**src/rtl/pcm_rx_pkg.sv**
```systemverilog
package pcm_rx_pkg;

  localparam int PCM_W = 24;
  localparam int CNT_W = $clog2(PCM_W + 1);

  typedef enum logic [1:0] {
    FMT_I2S = 2'b00,
    FMT_LJ  = 2'b01,
    FMT_RJ  = 2'b10,
    FMT_LJ2 = 2'b11
  } pcm_fmt_e;

  // word length code -> number of bits
  function automatic int word_bits(input logic [1:0] code);
    case (code)
      2'b00:   return 24;
      2'b01:   return 20;
      2'b10:   return 18;
      default: return 16;
    endcase
  endfunction

  // move the low n bits of raw to the top of the sample, zero below
  function automatic logic [PCM_W-1:0] left_align(input logic [PCM_W-1:0] raw,
                                                  input logic [1:0] code);
    int sh;
    sh = PCM_W - word_bits(code);
    return raw << sh;
  endfunction

  // mask of the padding bits below a word of the given length
  function automatic logic [PCM_W-1:0] pad_mask(input logic [1:0] code);
    int sh;
    sh = PCM_W - word_bits(code);
    return ~({PCM_W{1'b1}} << sh);
  endfunction

endpackage

```
**src/rtl/pcm_frame_tracker.sv**
```systemverilog
module pcm_frame_tracker (
  input  logic bclk,
  input  logic rst_n,
  input  logic fsync,
  input  logic is_i2s,
  output logic bnd,
  output logic done_ok,
  output logic done_left
);

  logic primed;
  logic lr_q;
  logic chg;
  logic chg_d;
  logic new_left;
  logic slot_left_q;
  logic slot_ok;

  // frame clock level differs from the level seen on the previous edge
  assign chg      = primed & (fsync ^ lr_q);
  // I2S words start one bit clock after the level change
  assign bnd      = is_i2s ? chg_d : chg;
  assign new_left = is_i2s ? ~lr_q : fsync;

  assign done_ok   = bnd & slot_ok;
  assign done_left = slot_left_q;

  always_ff @(posedge bclk) begin
    if (!rst_n) begin
      primed      <= 1'b0;
      lr_q        <= 1'b0;
      chg_d       <= 1'b0;
      slot_left_q <= 1'b0;
      slot_ok     <= 1'b0;
    end else begin
      primed <= 1'b1;
      lr_q   <= fsync;
      chg_d  <= chg;
      if (bnd) begin
        slot_left_q <= new_left;
        slot_ok     <= 1'b1;
      end
    end
  end

  // nothing is reported as complete before a first boundary was seen
  p_no_early_done_r8: assert property (@(posedge bclk) disable iff (!rst_n)
    done_ok |-> $past(primed));

endmodule

```
**src/rtl/pcm_lane_shifter.sv**
```systemverilog
module pcm_lane_shifter
  import pcm_rx_pkg::*;
(
  input  logic             bclk,
  input  logic             rst_n,
  input  logic             sd,
  input  logic             bnd,
  input  logic             keep_all,
  input  logic [CNT_W-1:0] nbits,
  output logic [PCM_W-1:0] raw_word
);

  logic [PCM_W-1:0] acc;
  logic [CNT_W-1:0] cnt;
  logic             take;

  // right-justified keeps shifting so the newest N bits remain;
  // the other framings freeze after N bits
  assign take     = keep_all | (cnt < nbits);
  assign raw_word = acc;

  always_ff @(posedge bclk) begin
    if (!rst_n) begin
      acc <= '0;
      cnt <= '0;
    end else if (bnd) begin
      acc <= {{(PCM_W-1){1'b0}}, sd};
      cnt <= CNT_W'(1);
    end else begin
      if (take)
        acc <= {acc[PCM_W-2:0], sd};
      if (cnt != CNT_W'(PCM_W))
        cnt <= cnt + CNT_W'(1);
    end
  end

  // bit counter saturates at the sample width
  p_cnt_bound_r6: assert property (@(posedge bclk) disable iff (!rst_n)
    cnt <= CNT_W'(PCM_W));

endmodule

```
**src/rtl/tri_lane_pcm_rx.sv**
```systemverilog
module tri_lane_pcm_rx
  import pcm_rx_pkg::*;
#(
  parameter int LANES = 3
) (
  input  logic                        bclk,
  input  logic                        rst_n,
  input  logic                        fsync,
  input  logic [LANES-1:0]            sdata,
  input  logic [1:0]                  fmt_sel,
  input  logic [1:0]                  wlen_sel,
  output logic [LANES-1:0][PCM_W-1:0] left_smp,
  output logic [LANES-1:0][PCM_W-1:0] right_smp,
  output logic                        frame_vld
);

  logic                        is_i2s;
  logic                        is_rj;
  logic [CNT_W-1:0]            nbits;
  logic                        bnd;
  logic                        done_ok;
  logic                        done_left;
  logic                        have_left;
  logic [LANES-1:0][PCM_W-1:0] raw;
  logic [LANES-1:0][PCM_W-1:0] aligned;
  logic [LANES-1:0][PCM_W-1:0] left_hold;
  logic [PCM_W-1:0]            pmask;

  assign is_i2s = (fmt_sel == FMT_I2S);
  assign is_rj  = (fmt_sel == FMT_RJ);
  assign nbits  = CNT_W'(word_bits(wlen_sel));
  assign pmask  = pad_mask(wlen_sel);

  pcm_frame_tracker u_trk (
    .bclk      (bclk),
    .rst_n     (rst_n),
    .fsync     (fsync),
    .is_i2s    (is_i2s),
    .bnd       (bnd),
    .done_ok   (done_ok),
    .done_left (done_left)
  );

  for (genvar k = 0; k < LANES; k++) begin : g_lane
    pcm_lane_shifter u_sh (
      .bclk     (bclk),
      .rst_n    (rst_n),
      .sd       (sdata[k]),
      .bnd      (bnd),
      .keep_all (is_rj),
      .nbits    (nbits),
      .raw_word (raw[k])
    );

    always_comb aligned[k] = left_align(raw[k], wlen_sel);

    // strobed samples carry zero padding below the word
    p_pad_zero_r5: assert property (@(posedge bclk) disable iff (!rst_n)
      frame_vld |-> (((left_smp[k] | right_smp[k]) & pmask) == '0));
  end

  always_ff @(posedge bclk) begin
    if (!rst_n) begin
      left_smp  <= '0;
      right_smp <= '0;
      left_hold <= '0;
      have_left <= 1'b0;
      frame_vld <= 1'b0;
    end else begin
      frame_vld <= 1'b0;
      if (done_ok) begin
        if (done_left) begin
          left_hold <= aligned;
          have_left <= 1'b1;
        end else if (have_left) begin
          left_smp  <= left_hold;
          right_smp <= aligned;
          have_left <= 1'b0;
          frame_vld <= 1'b1;
        end
      end
    end
  end

  // strobe lasts a single cycle
  p_vld_pulse_r7: assert property (@(posedge bclk) disable iff (!rst_n)
    frame_vld |=> !frame_vld);

  // samples only move together with the strobe
  p_hold_r7: assert property (@(posedge bclk) disable iff (!rst_n)
    !frame_vld |-> ($stable(left_smp) && $stable(right_smp)));

endmodule

```
**config.mk**
```make
export PLATFORM = sky130hd
export DESIGN_NAME = tri_lane_pcm_rx
export DESIGN_NICKNAME = d
export VERILOG_FILES = /design/src/rtl/pcm_rx_pkg.sv /design/src/rtl/pcm_frame_tracker.sv /design/src/rtl/pcm_lane_shifter.sv /design/src/rtl/tri_lane_pcm_rx.sv
export SDC_FILE = /design/constraint.sdc
export NUM_CORES = 1
export LEC_CHECK = 0
export BUFFER_PORTS_ARGS = -buffer_cell sky130_fd_sc_hd__buf_4
export CAP_MARGIN = 10
export CORE_MARGIN = 1.5
export CORE_UTILIZATION = 49
export DETAILED_ROUTE_END_ITERATION = 6
export PLACE_DENSITY = 0.71
export SLEW_MARGIN = 30
export SYNTH_ARGS = -nofsm -noshare
export SYNTH_HDL_FRONTEND = slang
export SYNTH_SLANG_ARGS = --single-unit
export TNS_END_PERCENT = 50
```
**constraint.sdc**
```tcl
create_clock -name bclk -period 2.4 [get_ports bclk]
set_clock_uncertainty 0.1 [all_clocks]
set_input_delay 0.48 -clock bclk [delete_from_list [all_inputs] [get_ports bclk]]
set_output_delay 0.48 -clock bclk [all_outputs]
set_load 0.005 [all_outputs]
```
# ---- Word-level counts from Yosys, hierarchy flattened
# Index checks and enable logic that the tools add are counted.
dict set report word_totals {
  register_bits 310
  input_bits 10
}
dict set report classes {
  addsub 4
  order_cmp 3
  eq_ne 6
  n_shift 3
  n_mux 18
  bitwise_logic 10
  reduce_logical 12
}
# op count
set ops {}
lappend ops {{24-bit by 32-bit << shifter with 24-bit output} 3}
lappend ops {{6-bit by 32-bit subtractor with 32-bit output (first input constant)} 1}
lappend ops {{1-bit 2-to-1 mux} 17}
lappend ops {{5-bit by 1-bit adder with 5-bit output (second input constant)} 3}
lappend ops {{5-bit < comparator} 3}
lappend ops {{5-bit inequality test (second input constant)} 3}
lappend ops {{4-bit case mux with 3 select lines} 1}
lappend ops {{2-bit nonzero test} 6}
lappend ops {{2-bit equality test (second input constant)} 2}
lappend ops {{2-bit zero test} 2}
lappend ops {{1-bit inverter} 4}
lappend ops {{1-bit bitwise OR} 3}
lappend ops {{3-bit AND reduction} 1}
lappend ops {{3-bit OR reduction} 1}
lappend ops {{1-bit AND} 2}
lappend ops {{2-bit by 1-bit equality test with 1-bit output (second input constant)} 1}
lappend ops {{2-bit AND reduction} 1}
lappend ops {{2-bit OR reduction} 1}
lappend ops {{1-bit bitwise XOR} 1}

# ---- Logic depth before layout (Yosys ltp)
dict set report depth {
  word_depth 6
  depth_mapped 10
}

# ---- Cells and area by module
# A second synthesis with hierarchy kept.
dict set report hier_totals {
  hier_cells 1580
  area_unflattened_um2 13854.5
}
# mod n_inst cells_each area_each_um2 seq_area_each_um2
set modules_own_cells {}
lappend modules_own_cells {tri_lane_pcm_rx 1 1200 9920.8 4364.2}
lappend modules_own_cells {pcm_lane_shifter 3 120 1239.9 580.6}
lappend modules_own_cells {pcm_frame_tracker 1 20 214.0 100.1}

# ---- Worst setup path after synthesis
# OpenSTA, ideal clock, no wires.
dict set report synth_timing {
  kind {input to register}
  from {in wlen_sel[0]}
  to {reg g_lane[1].u_sh.acc[10]}
  arrival_time_ns 2.135
  required_ns 2.172
  slack_ns 0.037
  stages 10
  cell_sequence {inv_1 > ha_1 > buf_2 > inv_1 > ha_1 > o21ai_0 > nor3_2 > buf_4 > mux2i_1 > nor2_1}
}
dict set report synth_between {
  elab_chain_cells 4
  elab_cells_between_ends 6
}
# item line_no
set synth_rtl {}
lappend synth_rtl {{from (decl)} tri_lane_pcm_rx.sv:11} ;# input logic [1:0] wlen_sel,
lappend synth_rtl {{2-bit equality test (tied with other cells)} pcm_rx_pkg.sv:15} ;# case (code)
lappend synth_rtl {{4-bit case mux with 3 select lines *} pcm_rx_pkg.sv:15}
lappend synth_rtl {{5-bit < comparator *} pcm_lane_shifter.sv:19} ;# assign take = keep_all | (cnt < nbits);
lappend synth_rtl {{1-bit bitwise OR *} pcm_lane_shifter.sv:19}
lappend synth_rtl {{to (signal assigned)} pcm_lane_shifter.sv:27} ;# acc <= {{(PCM_W-1){1'b0}}, sd};
lappend synth_rtl {{to (signal assigned)} pcm_lane_shifter.sv:31} ;# acc <= {acc[PCM_W-2:0], sd};
lappend synth_rtl {{to (decl)} pcm_lane_shifter.sv:13} ;# logic [PCM_W-1:0] acc;
# Every way passes the cells marked *; elsewhere a longest branch is shown, timed or not.
# A chain may end at the register's enable or synchronous reset.

# ---- Final worst setup path
dict set report layout_timing {
  from {in wlen_sel[0]}
  to {reg right_smp[62] in the netlist's numbering}
}
dict set report layout_between {
  elab_chain_cells 4
  elab_cells_between_ends 6
}
# item line_no
set layout_rtl {}
lappend layout_rtl {{2-bit equality test (tied with other cells)} pcm_rx_pkg.sv:15}
lappend layout_rtl {{4-bit case mux with 3 select lines *} pcm_rx_pkg.sv:15}
lappend layout_rtl {{6-bit by 32-bit subtractor with 32-bit output *} pcm_rx_pkg.sv:27} ;# sh = PCM_W - word_bits(code);
lappend layout_rtl {{24-bit by 32-bit << shifter with 24-bit output *} pcm_rx_pkg.sv:28} ;# return raw << sh;
lappend layout_rtl {{to (signal assigned)} tri_lane_pcm_rx.sv:77} ;# right_smp <= aligned;
lappend layout_rtl {{to (decl)} tri_lane_pcm_rx.sv:13} ;# output logic [LANES-1:0][PCM_W-1:0] right_smp,
# Marked as above.

==> metrics.csv <==
metric,value,unit
run status,finished clean,
Comb power frac,6.5,%
crit path max fanout,22,
Total GRT Usage,26.2,%
GR Util met1,37.2,%
# DRC,0,
Avg Synthesized Cell Area,8.94,um^2
Yosys cell types,66,
"most common cell after layout, fill and taps aside",dfxtp_1,
HP Class,primary input to flip-flop,
met2 Use GR,41.6,%
Finished Layout Cells,2166,
Pwr Density,649,mW/mm^2
CTS root buffer,clkbuf_16,
most frequent cells in the layout,"dfxtp_1 (310), nand2_1 (291), buf_4 (284), nor2_1 (141), mux2i_1 (114)",
Bufs on Longest Clock Path,3,
max-slew violation count,0,
power share of the sequential group,46.2,%
Synth Instances,1549,
largest area contributor in the netlist,dfxtp_1,
gr ovfl total,0,
Max VDD drop,0.403,mV
Post-CTS Hold Fix Bufs,0,
routability cong.,0.918,
Max-Cap Viols,0,
Routed Antenna Nets,0,
initial antenna violation count,0,
n_diodes,0,
"top cells by area, synth","dfxtp_1 (45%), mux2i_1 (8.2%), nand2_1 (7.9%)",
CP Capture Type,flip-flop,
dpl cell area,0.0162,mm^2
Routed WL per cell,17.9,um
Detailed Route WL,38900,um
Synth Flop Type,dfxtp_1,
largest net degree at the start of global routing,82,
Vias,11905,
Post-DP HPWL,28500,um
RSZ-0062 raised after global routing,no,
clk sink count,310,
post-route clock period utilization,90.2,%
"Setup violations, final",0,
slew margin rel.,54.3,%
Net Switching,0.00253,W
Area Overhead vs Synth,25.4,%
"Seq/Total Area, Yosys",44.8,%
number of global-route vias before repair,10795,
clk slew on worst S/H paths,0.06,ns
final hold slack,0.116,ns
TritonCTS buffer count,34,
final layout net count,1789,
Synth async-reset ratio,0,%
yosys warns,0,
Post-Synthesis Net Count,1575,
Total Neg Setup Slack,0,ns
fillers,2386,
setup bufs post-CTS,0,
max frequency,0.462,GHz
cell-internal power,0.00874,W
Synth Cell Area,0.0138,mm^2
startpoint types,primary input,
Worst Path Required,2.70,ns
Synth top area share,44.8,%
Worst-Skew Late Latency,0.51,ns
Sw Ratio,22.5,%
TritonCTS clock tree,done,
Die W,171,um
fin area,0.0174,mm^2
H-Tree Level Count,2,
clock share of power,47.2,%
io pins,155,
die height,171,um
WP data arrival,2.46,ns
detail-routed via count per cell,5.50,
worst-margin pin slew,0.683,ns
Placed Cells,2105,
met3 Use GR,3.45,%
Fin. Hold Viols,0,
final design utilization,62.5,%
CTS resizes,0,
IO Port Bufs,154,
first-pass GRT wire length,60000,um
GRT Max-Usage Layer,met2,
drt pass-1 iters,6,
Worst Setup Path Type,primary input to flip-flop,
fin crit period,2.16,ns
Starting Density,49.8,%
"EDFF count, synth",0,
core area,0.0278,mm^2
Cell Rows,61,
number of synthesized register bits,310,
area of the die,0.0293,mm^2
drt initial violations,1082,
Static Leakage,6.90,nW
share of cells above drive strength 1,24.0,%
per-layer routing:
layer | up-vias | routed length (um)
met5 | - | 0
met4 | 0 | 881
met3 | 57 | 2330
met2 | 389 | 17600
met1 | 5652 | 18100
li1 | 5807 | -
logic make-up after synthesis:
kind of cell,count (synthesis),share of synthesized area [%]
xor gates and xnor gates,13,0.876
DFF,310,44.8
AOI/OAI and AO/OA,383,19.3
and+or+nand+nor,534,16.2
muxes,152,12.1
buffers and inverters,141,5.19
adders and majority gates,16,1.45
power groups by stage:
stage | combinational (W) | sequential (W) | clock, W
after CTS | 0.000726 | 0.00521 | 0.00539
after floorplan | 0.000445 | 0.00531 | 0
after global routing | 0.000780 | 0.00521 | 0.00562
after global placement | 0.000713 | 0.00532 | 0
after detailed placement | 0.000723 | 0.00532 | 0
final | 0.000733 | 0.00521 | 0.00532
path summary, 6_finish.rpt:
check / startpoint / endpoint / slack [ns] / cells past startpoint
worst max register to register: u_trk.lr_q / right_smp[13] / 0.33 / 6
worst min register to register: left_hold[19] / left_smp[19] / 0.35 / 2
worst max-delay path: wlen_sel[0] / right_smp[62] / 0.24 / 12
worst min-delay path: fsync / u_trk.lr_q / 0.12 / 2
cell type report:
cell class              count  area (um^2)  share of cell area (%)
repair buffers            303         2500                    14.4
clock inverters            11          139                   0.800
multi-input cells        1098         6970                    40.2
inverters                  16         60.1                   0.346
well taps                 378          473                    2.72
clock buffers              50         1010                    5.83
flip-flops and latches    310         6210                    35.7
worst max-delay path, stage by stage:
cell and delay [ns]:
buf_4 0.11, inv_1 0.07, buf_4 0.12, ha_4 0.25
buf_12 0.21, buf_4 0.14, mux2i_1 0.23, o22ai_1 0.12
a211oi_1 0.37, buf_4 0.18, nand2_1 0.05, o211a_1 0.11
flip-flops by register name, indices dropped and copies added (netlist names):
| register | count |
|---|---|
| u_trk.done_left | 1 |
| g_lane.u_sh.raw_word | 72 |
| have_left | 1 |
| right_smp | 72 |
| left_hold | 72 |
| u_trk.primed | 1 |
| frame_vld | 1 |
| left_smp | 72 |
| g_lane.u_sh.cnt | 15 |
| u_trk.slot_ok | 1 |
| u_trk.chg_d | 1 |
| u_trk.lr_q | 1 |
synthesized netlist by cell type (4+ instances only):
library cell  number
a211oi_1          17
nor2_1           141
mux2_2            26
nand2b_1           6
nor3_1             7
or2_2             12
a2bb2oi_1         10
buf_4             15
a21oi_1           64
o32ai_1            6
o211ai_1           7
xor2_1             9
o21a_1             4
a21boi_0          96
o21ai_0           73
buf_1              8
o211a_1           27
o22ai_1           19
a21boi_1          25
dfxtp_1          310
nand2_1          292
buf_2             45
and2_1             7
mux4_2            10
ha_1              16
inv_1             16
clkbuf_1          46
mux2i_1          114
nor2b_1            7
o21ai_1            4
buf_6             10
nand3_1           46
through the flow:
step	power (W)	worst slack, ns
2_1_floorplan	0.00576	0.0372
3_3_place_gp	0.00604	-0.267
3_5_place_dp	0.00605	-0.257
4_1_cts	0.0113	0.259
5_1_grt	0.0116	0.154
6_report	0.0113	0.235
Power figures use the tool's default switching activity.
